`config.mk`:
```
export PLATFORM = sky130hd
export DESIGN_NAME = lnum_addsub
export DESIGN_NICKNAME = d
export VERILOG_FILES = /design/src/rtl/lnum_pkg.sv /design/src/rtl/lnum_addr_gen.sv /design/src/rtl/lnum_digit_alu.sv /design/src/rtl/lnum_seq_ctrl.sv /design/src/rtl/lnum_addsub.sv
export SDC_FILE = /design/constraint.sdc
export NUM_CORES = 1
export LEC_CHECK = 0
export CAP_MARGIN = 40
export CELL_PAD_IN_SITES_DETAIL_PLACEMENT = 1
export CELL_PAD_IN_SITES_GLOBAL_PLACEMENT = 2
export CORE_ASPECT_RATIO = 1.4
export CORE_MARGIN = 5
export CORE_UTILIZATION = 34
export DETAILED_ROUTE_END_ITERATION = 10
export GPL_ROUTABILITY_DRIVEN = 0
export GPL_TIMING_DRIVEN = 1
export PLACE_DENSITY = 0.95
export SYNTH_ARGS = -nofsm -noshare
export SYNTH_HDL_FRONTEND = slang
export SYNTH_HIERARCHICAL = 1
export SYNTH_SLANG_ARGS = --single-unit
```
`constraint.sdc`:
```
create_clock -name clk -period 5.6 [get_ports clk]
set_input_delay 1.12 -clock clk [delete_from_list [all_inputs] [get_ports clk]]
set_output_delay 1.12 -clock clk [all_outputs]
set_load 0.02 [all_outputs]
```
`src/rtl/lnum_pkg.sv`:
```
package lnum_pkg;
  localparam int LNUM_DIGIT_W = 17;
  localparam int LNUM_ADDR_W  = 16;

  typedef enum logic [1:0] {
    ST_IDLE  = 2'd0,
    ST_FETCH = 2'd1,
    ST_STORE = 2'd2
  } lnum_state_e;
endpackage

```
`src/rtl/lnum_addr_gen.sv`:
```
module lnum_addr_gen #(
  parameter int AW = 16,
  parameter int NP = 3
) (
  input  logic [NP-1:0][AW-1:0] base,
  input  logic [AW-1:0]         offset,
  output logic [NP-1:0][AW-1:0] addr
);
  for (genvar p = 0; p < NP; p++) begin : g_port
    assign addr[p] = base[p] + offset;
  end
endmodule

```
`src/rtl/lnum_digit_alu.sv`:
```
module lnum_digit_alu #(
  parameter int DW = 17
) (
  input  logic [DW-1:0] a,
  input  logic [DW-1:0] b,
  input  logic          sub,
  input  logic          cin,
  output logic [DW-1:0] res,
  output logic          cout
);
  localparam int EW = DW + 1;
  logic [EW-1:0] ext;

  always_comb begin
    if (sub) ext = {1'b0, a} - {1'b0, b} - EW'(cin);
    else     ext = {1'b0, a} + {1'b0, b} + EW'(cin);
  end

  assign res  = ext[DW-1:0];
  assign cout = ext[DW];
endmodule

```
`src/rtl/lnum_seq_ctrl.sv`:
```
module lnum_seq_ctrl
  import lnum_pkg::*;
#(
  parameter int AW = 16
) (
  input  logic          clk,
  input  logic          rst_n,
  input  logic          start,
  input  logic          op_sub,
  input  logic          last_digit,
  input  logic          digit_cout,
  input  logic          digit_zero,
  output logic          accept,
  output logic          rd_en,
  output logic          wr_en,
  output logic          busy,
  output logic          sub_mode,
  output logic          carry_in,
  output logic [AW-1:0] offset,
  output logic          done,
  output logic          carry_flag,
  output logic          zero_flag
);
  lnum_state_e state_q;
  logic [AW-1:0] idx_q;
  logic run_c_q, run_z_q, sub_q, done_q, cflag_q, zflag_q;

  assign accept = start && (state_q == ST_IDLE);

  always_ff @(posedge clk) begin
    if (!rst_n) begin
      state_q <= ST_IDLE;
      idx_q   <= '0;
      run_c_q <= 1'b0;
      run_z_q <= 1'b0;
      sub_q   <= 1'b0;
      done_q  <= 1'b0;
      cflag_q <= 1'b0;
      zflag_q <= 1'b0;
    end else begin
      done_q <= 1'b0;
      case (state_q)
        ST_IDLE: begin
          if (accept) begin
            sub_q   <= op_sub;
            idx_q   <= '0;
            run_c_q <= 1'b0;
            run_z_q <= 1'b1;
            state_q <= ST_FETCH;
          end
        end
        ST_FETCH: state_q <= ST_STORE;
        ST_STORE: begin
          run_c_q <= digit_cout;
          run_z_q <= run_z_q & digit_zero;
          if (last_digit) begin
            state_q <= ST_IDLE;
            done_q  <= 1'b1;
            cflag_q <= digit_cout;
            zflag_q <= run_z_q & digit_zero;
          end else begin
            idx_q   <= idx_q + 1'b1;
            state_q <= ST_FETCH;
          end
        end
        default: state_q <= ST_IDLE;
      endcase
    end
  end

  assign rd_en      = (state_q == ST_FETCH);
  assign wr_en      = (state_q == ST_STORE);
  assign busy       = (state_q != ST_IDLE);
  assign sub_mode   = sub_q;
  assign carry_in   = run_c_q;
  assign offset     = idx_q;
  assign done       = done_q;
  assign carry_flag = cflag_q;
  assign zero_flag  = zflag_q;


  rd_then_wr_chk: assert property (@(posedge clk) disable iff (!rst_n) rd_en |=> wr_en);

  done_pulse_chk: assert property (@(posedge clk) disable iff (!rst_n) done |=> !done);

  done_idle_chk: assert property (@(posedge clk) disable iff (!rst_n) done |-> !busy);

  flags_hold_chk: assert property (@(posedge clk) disable iff (!rst_n)
    !$stable({carry_flag, zero_flag}) |-> done);

  mode_frozen_chk: assert property (@(posedge clk) disable iff (!rst_n) busy |=> $stable(sub_q));

  idx_step_chk: assert property (@(posedge clk) disable iff (!rst_n)
    (wr_en && !last_digit) |=> (offset == $past(offset) + 1'b1));
endmodule

```
`src/rtl/lnum_addsub.sv`:
```
module lnum_addsub
  import lnum_pkg::*;
#(
  parameter int DIGIT_W = LNUM_DIGIT_W,
  parameter int ADDR_W  = LNUM_ADDR_W
) (
  input  logic                 clk,
  input  logic                 rst_n,
  input  logic                 start,
  input  logic                 op_sub,
  input  logic [ADDR_W-1:0]    src_a_base,
  input  logic [ADDR_W-1:0]    src_b_base,
  input  logic [ADDR_W-1:0]    dst_base,
  output logic                 busy,
  output logic                 done,
  output logic                 carry_flag,
  output logic                 zero_flag,
  output logic                 pa_en,
  output logic                 pa_we,
  output logic [ADDR_W-1:0]    pa_addr,
  output logic [DIGIT_W:0]     pa_wdata,
  input  logic [DIGIT_W:0]     pa_rdata,
  output logic                 pb_en,
  output logic [ADDR_W-1:0]    pb_addr,
  input  logic [DIGIT_W:0]     pb_rdata
);
  localparam int NPORT  = 3;
  localparam int FLAG_B = DIGIT_W;

  logic accept, rd_en, wr_en, sub_mode, carry_in, digit_cout, digit_zero;
  logic [ADDR_W-1:0] offset;
  logic [NPORT-1:0][ADDR_W-1:0] base_q, addr;
  logic [DIGIT_W-1:0] digit_res;

  always_ff @(posedge clk) begin
    if (!rst_n) base_q <= '0;
    else if (accept) base_q <= {dst_base, src_b_base, src_a_base};
  end

  lnum_seq_ctrl #(.AW(ADDR_W)) u_ctrl (
    .clk(clk), .rst_n(rst_n), .start(start), .op_sub(op_sub),
    .last_digit(pa_rdata[FLAG_B]), .digit_cout(digit_cout), .digit_zero(digit_zero),
    .accept(accept), .rd_en(rd_en), .wr_en(wr_en), .busy(busy),
    .sub_mode(sub_mode), .carry_in(carry_in), .offset(offset), .done(done),
    .carry_flag(carry_flag), .zero_flag(zero_flag)
  );

  lnum_addr_gen #(.AW(ADDR_W), .NP(NPORT)) u_agen (
    .base(base_q), .offset(offset), .addr(addr)
  );

  lnum_digit_alu #(.DW(DIGIT_W)) u_alu (
    .a(pa_rdata[DIGIT_W-1:0]), .b(pb_rdata[DIGIT_W-1:0]), .sub(sub_mode),
    .cin(carry_in), .res(digit_res), .cout(digit_cout)
  );

  assign digit_zero = (digit_res == '0);
  assign pa_en      = rd_en | wr_en;
  assign pa_we      = wr_en;
  assign pa_addr    = wr_en ? addr[2] : addr[0];
  assign pa_wdata   = {pa_rdata[FLAG_B], digit_res};
  assign pb_en      = rd_en;
  assign pb_addr    = addr[1];


  port_phase_chk: assert property (@(posedge clk) disable iff (!rst_n) pa_we |-> !pb_en);

  idle_quiet_chk: assert property (@(posedge clk) disable iff (!rst_n) !busy |-> !(pa_en || pb_en));
endmodule

```
### Word-level counts from Yosys, hierarchy flattened

Index checks and enable logic that the tools add are counted.

* register bits: 72
* latch bits: 0
* bits in writable memories: 0
* bits in read-only memories: 0
* input bits: 88
* output and inout bits: 57
* memories kept: 0

* add/sub/neg operators: 8
* multiply operators: 0
* div/mod/pow operators: 0
* $lt $le $gt $ge: 0
* equality and inequality tests: 4
* shifts and indexed selects: 0
* mux-type cells: 13
* bitwise logic cells: 2
* reductions and logical operators: 10

Operators by type and width (number)
* adder 16 bit: 3
* two-way mux 16 bit: 3
* one-hot mux 16 bit (2 select lines): 1
* adder 17 x 17 -> 18 bit: 1
* adder 18 x 1 -> 18 bit: 1
* two-way mux 18 bit: 1
* subtractor 17 x 17 -> 18 bit: 1
* subtractor 18 x 1 -> 18 bit: 1
* logical NOT 17 bit: 1
* adder 16 x 1 -> 16 bit, second input constant: 1
* AND reduction 2 bit: 4
* one-hot mux 2 bit (3 select lines): 1
* two-way mux 1 bit: 4
* inequality test 2 bit, second input constant: 2
* one-hot mux 1 bit (2 select lines): 2
* nonzero test 2 bit: 2
* AND reduction 3 bit: 1
* equality test 2 x 1 -> 1 bit, second input constant: 1
* equality test 2 bit, second input constant: 1
* logical NOT 2 bit: 1
* two-way mux 2 bit: 1
* AND 1 bit: 1
* logical AND 1 bit: 1
* OR 1 bit: 1

### Longest topological paths before layout

* depth after elaboration: 6
* mapped depth: 16
* gate-level depth less buffers: 16

### Cells and area by module

Netlist, hierarchy kept.

Modules (own cells, without submodules)
* lnum_addr_gen: times used 1, cells each 292, area each 2147.1 um^2
* lnum_addsub: times used 1, cells each 181, area each 2087.0 um^2
* lnum_digit_alu: times used 1, cells each 288, area each 2057.0 um^2
* lnum_seq_ctrl: times used 1, cells each 117, area each 1057.3 um^2

### Worst setup path after synthesis

Ideal clock, no wire load.

* kind: input port to output port
* start point: in pa_rdata[4]
* end point: out pa_wdata[12]
* arrival time: 3.440 ns
* data required time: 4.480 ns
* path slack: 1.040 ns
* stages: 11
* path through: inv_1 -> ha_1 -> inv_1 -> ha_1 -> a21o_1 -> a31o_1 -> a2111o_1 -> a21o_1 -> a21oi_2 -> xor2_1 -> a21oi_1

* word-level cells in the longest chain between the ends: 3

RTL lines
* start, declared: line lnum_addsub.sv:22 `input logic [DIGIT_W:0] pa_rdata,`
* adder 17 x 17 -> 18 bit or subtractor 17 x 17 -> 18 bit (tied branches): line lnum_digit_alu.sv:16, lnum_digit_alu.sv:15
* adder 18 x 1 -> 18 bit or subtractor 18 x 1 -> 18 bit (tied branches): line lnum_digit_alu.sv:16, lnum_digit_alu.sv:15
* two-way mux 18 bit (*): line lnum_digit_alu.sv:15 `if (sub) ext = {1'b0, a} - {1'b0, b} - EW'(cin);`
* end, declared: line lnum_addsub.sv:21 `output logic [DIGIT_W:0] pa_wdata,`

Every way passes the cells marked *; elsewhere a longest branch is shown, timed or not.

### Final worst setup path

* start point: in pb_rdata[0]
* end point: out pa_wdata[10]

* word-level cells in the longest chain between the ends: 3

RTL lines
* start, declared: line lnum_addsub.sv:25 `input logic [DIGIT_W:0] pb_rdata`
* adder 17 x 17 -> 18 bit or subtractor 17 x 17 -> 18 bit (tied branches): line lnum_digit_alu.sv:16, lnum_digit_alu.sv:15
* adder 18 x 1 -> 18 bit or subtractor 18 x 1 -> 18 bit (tied branches): line lnum_digit_alu.sv:16, lnum_digit_alu.sv:15
* two-way mux 18 bit (*): line lnum_digit_alu.sv:15

Marks and branches as above.

==> flow_summary.ini <==
[worst_hold_path]
holdPathEnd = u_ctrl/carry_flag
hold_path_class = reg -> reg
hold_depth = 2
worstHoldStart = u_ctrl/carry_flag

[clock_network]
clockBufferDepth = 2
htreeDepth = 3
cts.sinks = 72
clkSlewWorstSetupHoldPaths_ns = 0.06
cts-root-buf = clkbuf_16
numCtsBuffers = 9
clk_latency_ns = 0.33
cts_hold_buf = 0
cts_tree = done

[routing]
ant_nets = 0
vias = 6963
first_iter_violations = 202
routedWlPerCell_um = 17.8
drtPass1Iterations = 4
avgViaCountPerCell = 5.33
totalWireLength_um = 23300
drc = 0

[job]
drv_cap = 0

[yosys]
ys_types = 74
postSynthCellCount = 878
yosysMostFrequentCell = ha_1
synth-async-reset-ratio_pct = 0
synth_edf_count = 0
yosysWarnings = 6
synthFlopType = dfxtp_1
synth_commonest_cells = ha_1 (94), a21oi_1 (72), dfxtp_1 (72), inv_1 (63), nor2_1 (57)
synth_area_mm2 = 0.00735
synth_top_cell_by_area = dfxtp_1
synth_area_per_cell_um2 = 8.37
synth_top_area_share_pct = 19.6
synth.net_count = 1067
ys_seq_area_share_pct = 19.6
synth_area_leaders = dfxtp_1 (20%), ha_1 (16%), mux2i_1 (7.1%)
synth.ff_latch_count = 72

[critical_path]
r2r_cells = 16
rrSetupSlack_ns = 1.76
crit_chain = clkdlybuf4s50_1, fa_1, inv_1, fa_1, or2_1, a221oi_2, nor4b_2, buf_4, o31ai_1, a21oi_1, xnor2_1, o21ai_0, dlygate4sd2_1
r2r-start = u_ctrl/carry_in
cp_max_fo = 4
cp_slowest_stage_delay_ns = 0.58
r2r-end = u_ctrl/zero_flag
startpoint_type = primary input
cp.required_ns = 4.48
critPathTopFamily = buffers and inverters
crit_buf_inv = 4
worst_ep_arrival_time_ns = 4.27
end_kind = primary output
path_class = in -> out
cp_slowest_cell = clkdlybuf4s50_1
crit_top_cell = fa_1

[sta]
final_max_slew_viol_count = 0
rsz0062_at_grt = no
period_needed_ns = 5.39
period_share_pct = 96.2
setup_viol = 0
fmax_mhz = 186
tightest_slew_ns = 0.880
holdWs_ns = 0.457
finClkSkew_ns = 0.00701
hold_viol_final = 0
max_slew_margin_pct = 41.2

[floorplan]
coreArea_mm2 = 0.0212
boundaryPins = 145
initial_core_util_pct = 34.7
die_w_um = 134
fp-row-count = 63
dieArea_mm2 = 0.0247
die_h_um = 184

[global_routing]
grt_pass1_wl_um = 37200
grt_overflow = 0
grt_max_degree = 57
track_usage_pct = 18.6
grt_pass1_vias = 7497
antenna_found_initial = 1

[finish]
drive_gt1_share_pct = 8.88
fillers = 2557
design_area_mm2 = 0.00946
fin_nets = 1232
area_delta_synth_final_pct = 28.7
diodes = 0

[placed_design]
dpl-instance-area_mm2 = 0.00920
dp_hpwl_um = 18900
portBuffers = 143

[power_and_ir_drop]
powerDensity_mw_per_mm2 = 193
p_leak_nw = 4.20
ir_worst_vdd_mv = 0.167

[outcome]
outcome = finished clean
-- logic make-up after synthesis --
| kind of cell | synth area share (%) |
|---|---|
| and+or+nand+nor | 17.9 |
| adders and majority gates | 17.9 |
| buffers and inverters | 5.48 |
| AOI/OAI and AO/OA | 21.3 |
| xor gates and xnor gates | 8.10 |
| DFF | 19.6 |
| muxes | 9.69 |
-- how the worst max path moves through the flow --
| stage | from | endpoint | slack [ns] | cells after the start |
|---|---|---|---|---|
| after floorplan | pa_rdata[4] | pa_wdata[12] | 1.04 | 11 |
| after global placement | pb_rdata[0] | pa_wdata[16] | -0.12 | 12 |
| after detailed placement | pb_rdata[0] | pa_wdata[16] | -0.15 | 12 |
| after CTS | pa_rdata[0] | pa_wdata[14] | 0.07 | 12 |
| after global routing | pa_rdata[0] | pa_wdata[9] | 0.007 | 15 |
| final | pb_rdata[0] | pa_wdata[10] | 0.21 | 13 |
-- power breakdown --
group	leakage, nW	switching (mW)	internal, mW
Clock	0.141	0.221	0.318
Combinational	3.47	0.379	0.353
Sequential	0.589	0.0187	0.539
-- layout make-up --
class | count | area [µm²] | area share (%)
clock buffer | 11 | 253 | 2.67
tap | 260 | 325 | 3.44
timing repair buffer | 176 | 1670 | 17.6
inverter | 65 | 249 | 2.63
multi-input combinational | 719 | 5500 | 58.2
clock inverter | 4 | 20.0 | 0.212
sequential | 72 | 1440 | 15.2
-- repair_timing --
item / 4_1_cts / 5_1_grt
cloned: 0 / 0
resized for setup: 8 / 6
buffers inserted: 0 / 0
hold endpoints to repair: 0 / 0
setup endpoints to repair: 8 / 4
-- metrics by stage --
stage / util (%) / setup slack (ns) / setup TNS [ns] / std cells / power, mW
6_report: 44.6 / 0.212 / 0 / 1307 / 1.83
4_1_cts: 44.6 / 0.0652 / 0 / 1307 / 1.86
5_1_grt: 44.6 / 0.00740 / 0 / 1307 / 1.94
2_1_floorplan: - / 1.04 / 0 / 878 / 1.02
3_3_place_gp: 43.4 / -0.121 / -0.322 / 1292 / 1.30
3_5_place_dp: 43.4 / -0.154 / -0.575 / 1292 / 1.32
-- cells in the final DEF (no fill, tap or decap), types with 7 or more instances in the layout --
cell type,netlist,layout
a211oi_1,10,10
a21o_1,19,19
a21oi_1,72,72
a31oi_1,7,7
and2_1,7,7
buf_4,5,33
clkbuf_16,0,9
clkdlybuf4s50_1,0,133
dfxtp_1,72,72
fa_1,7,7
ha_1,94,94
inv_1,63,63
mux2_2,17,17
mux2i_1,52,52
nand2_1,55,55
nand3_1,18,18
nand4_1,11,11
nor2_1,57,57
nor2b_1,53,53
o211ai_1,12,12
o21a_1,9,9
o21ai_0,44,44
or3_1,11,11
xnor2_1,43,43
xor2_1,25,25
-- worst reg2reg max path, stage by stage (launching register included) --
cell and delay, ns:
dfxtp_1 0.44, fa_1 0.24, inv_1 0.06, fa_1 0.38
or2_1 0.26, a221oi_2 0.32, nor4b_2 0.13, buf_4 0.17
or3_1 0.34, a21oi_1 0.15, a21oi_1 0.08, nor4_1 0.33
nand4_1 0.19, nor4_1 0.23, buf_4 0.17, nand4_1 0.10
a21oi_1 0.16
-- per-layer routing --
metal	part of all wire, %	wire, µm	up-vias	track usage [%]
li1	-	-	3490	-
met4	1.4	323	2	4.20
met1	39	9090	3334	18.9
met3	3.4	781	16	2.60
met5	0.047	11	-	0
met2	56	13100	121	38.8
-- sequential cells by signal (all words and copies together) (netlist names) --
register / cells
u_ctrl/carry_flag: 1
base_q: 48
u_ctrl/done: 1
u_ctrl/run_z_q: 1
u_ctrl/zero_flag: 1
u_ctrl/offset: 16
u_ctrl/carry_in: 1
u_ctrl/state_q: 2
u_ctrl/sub_mode: 1
Note: power is estimated with default switching activity, not from simulation.
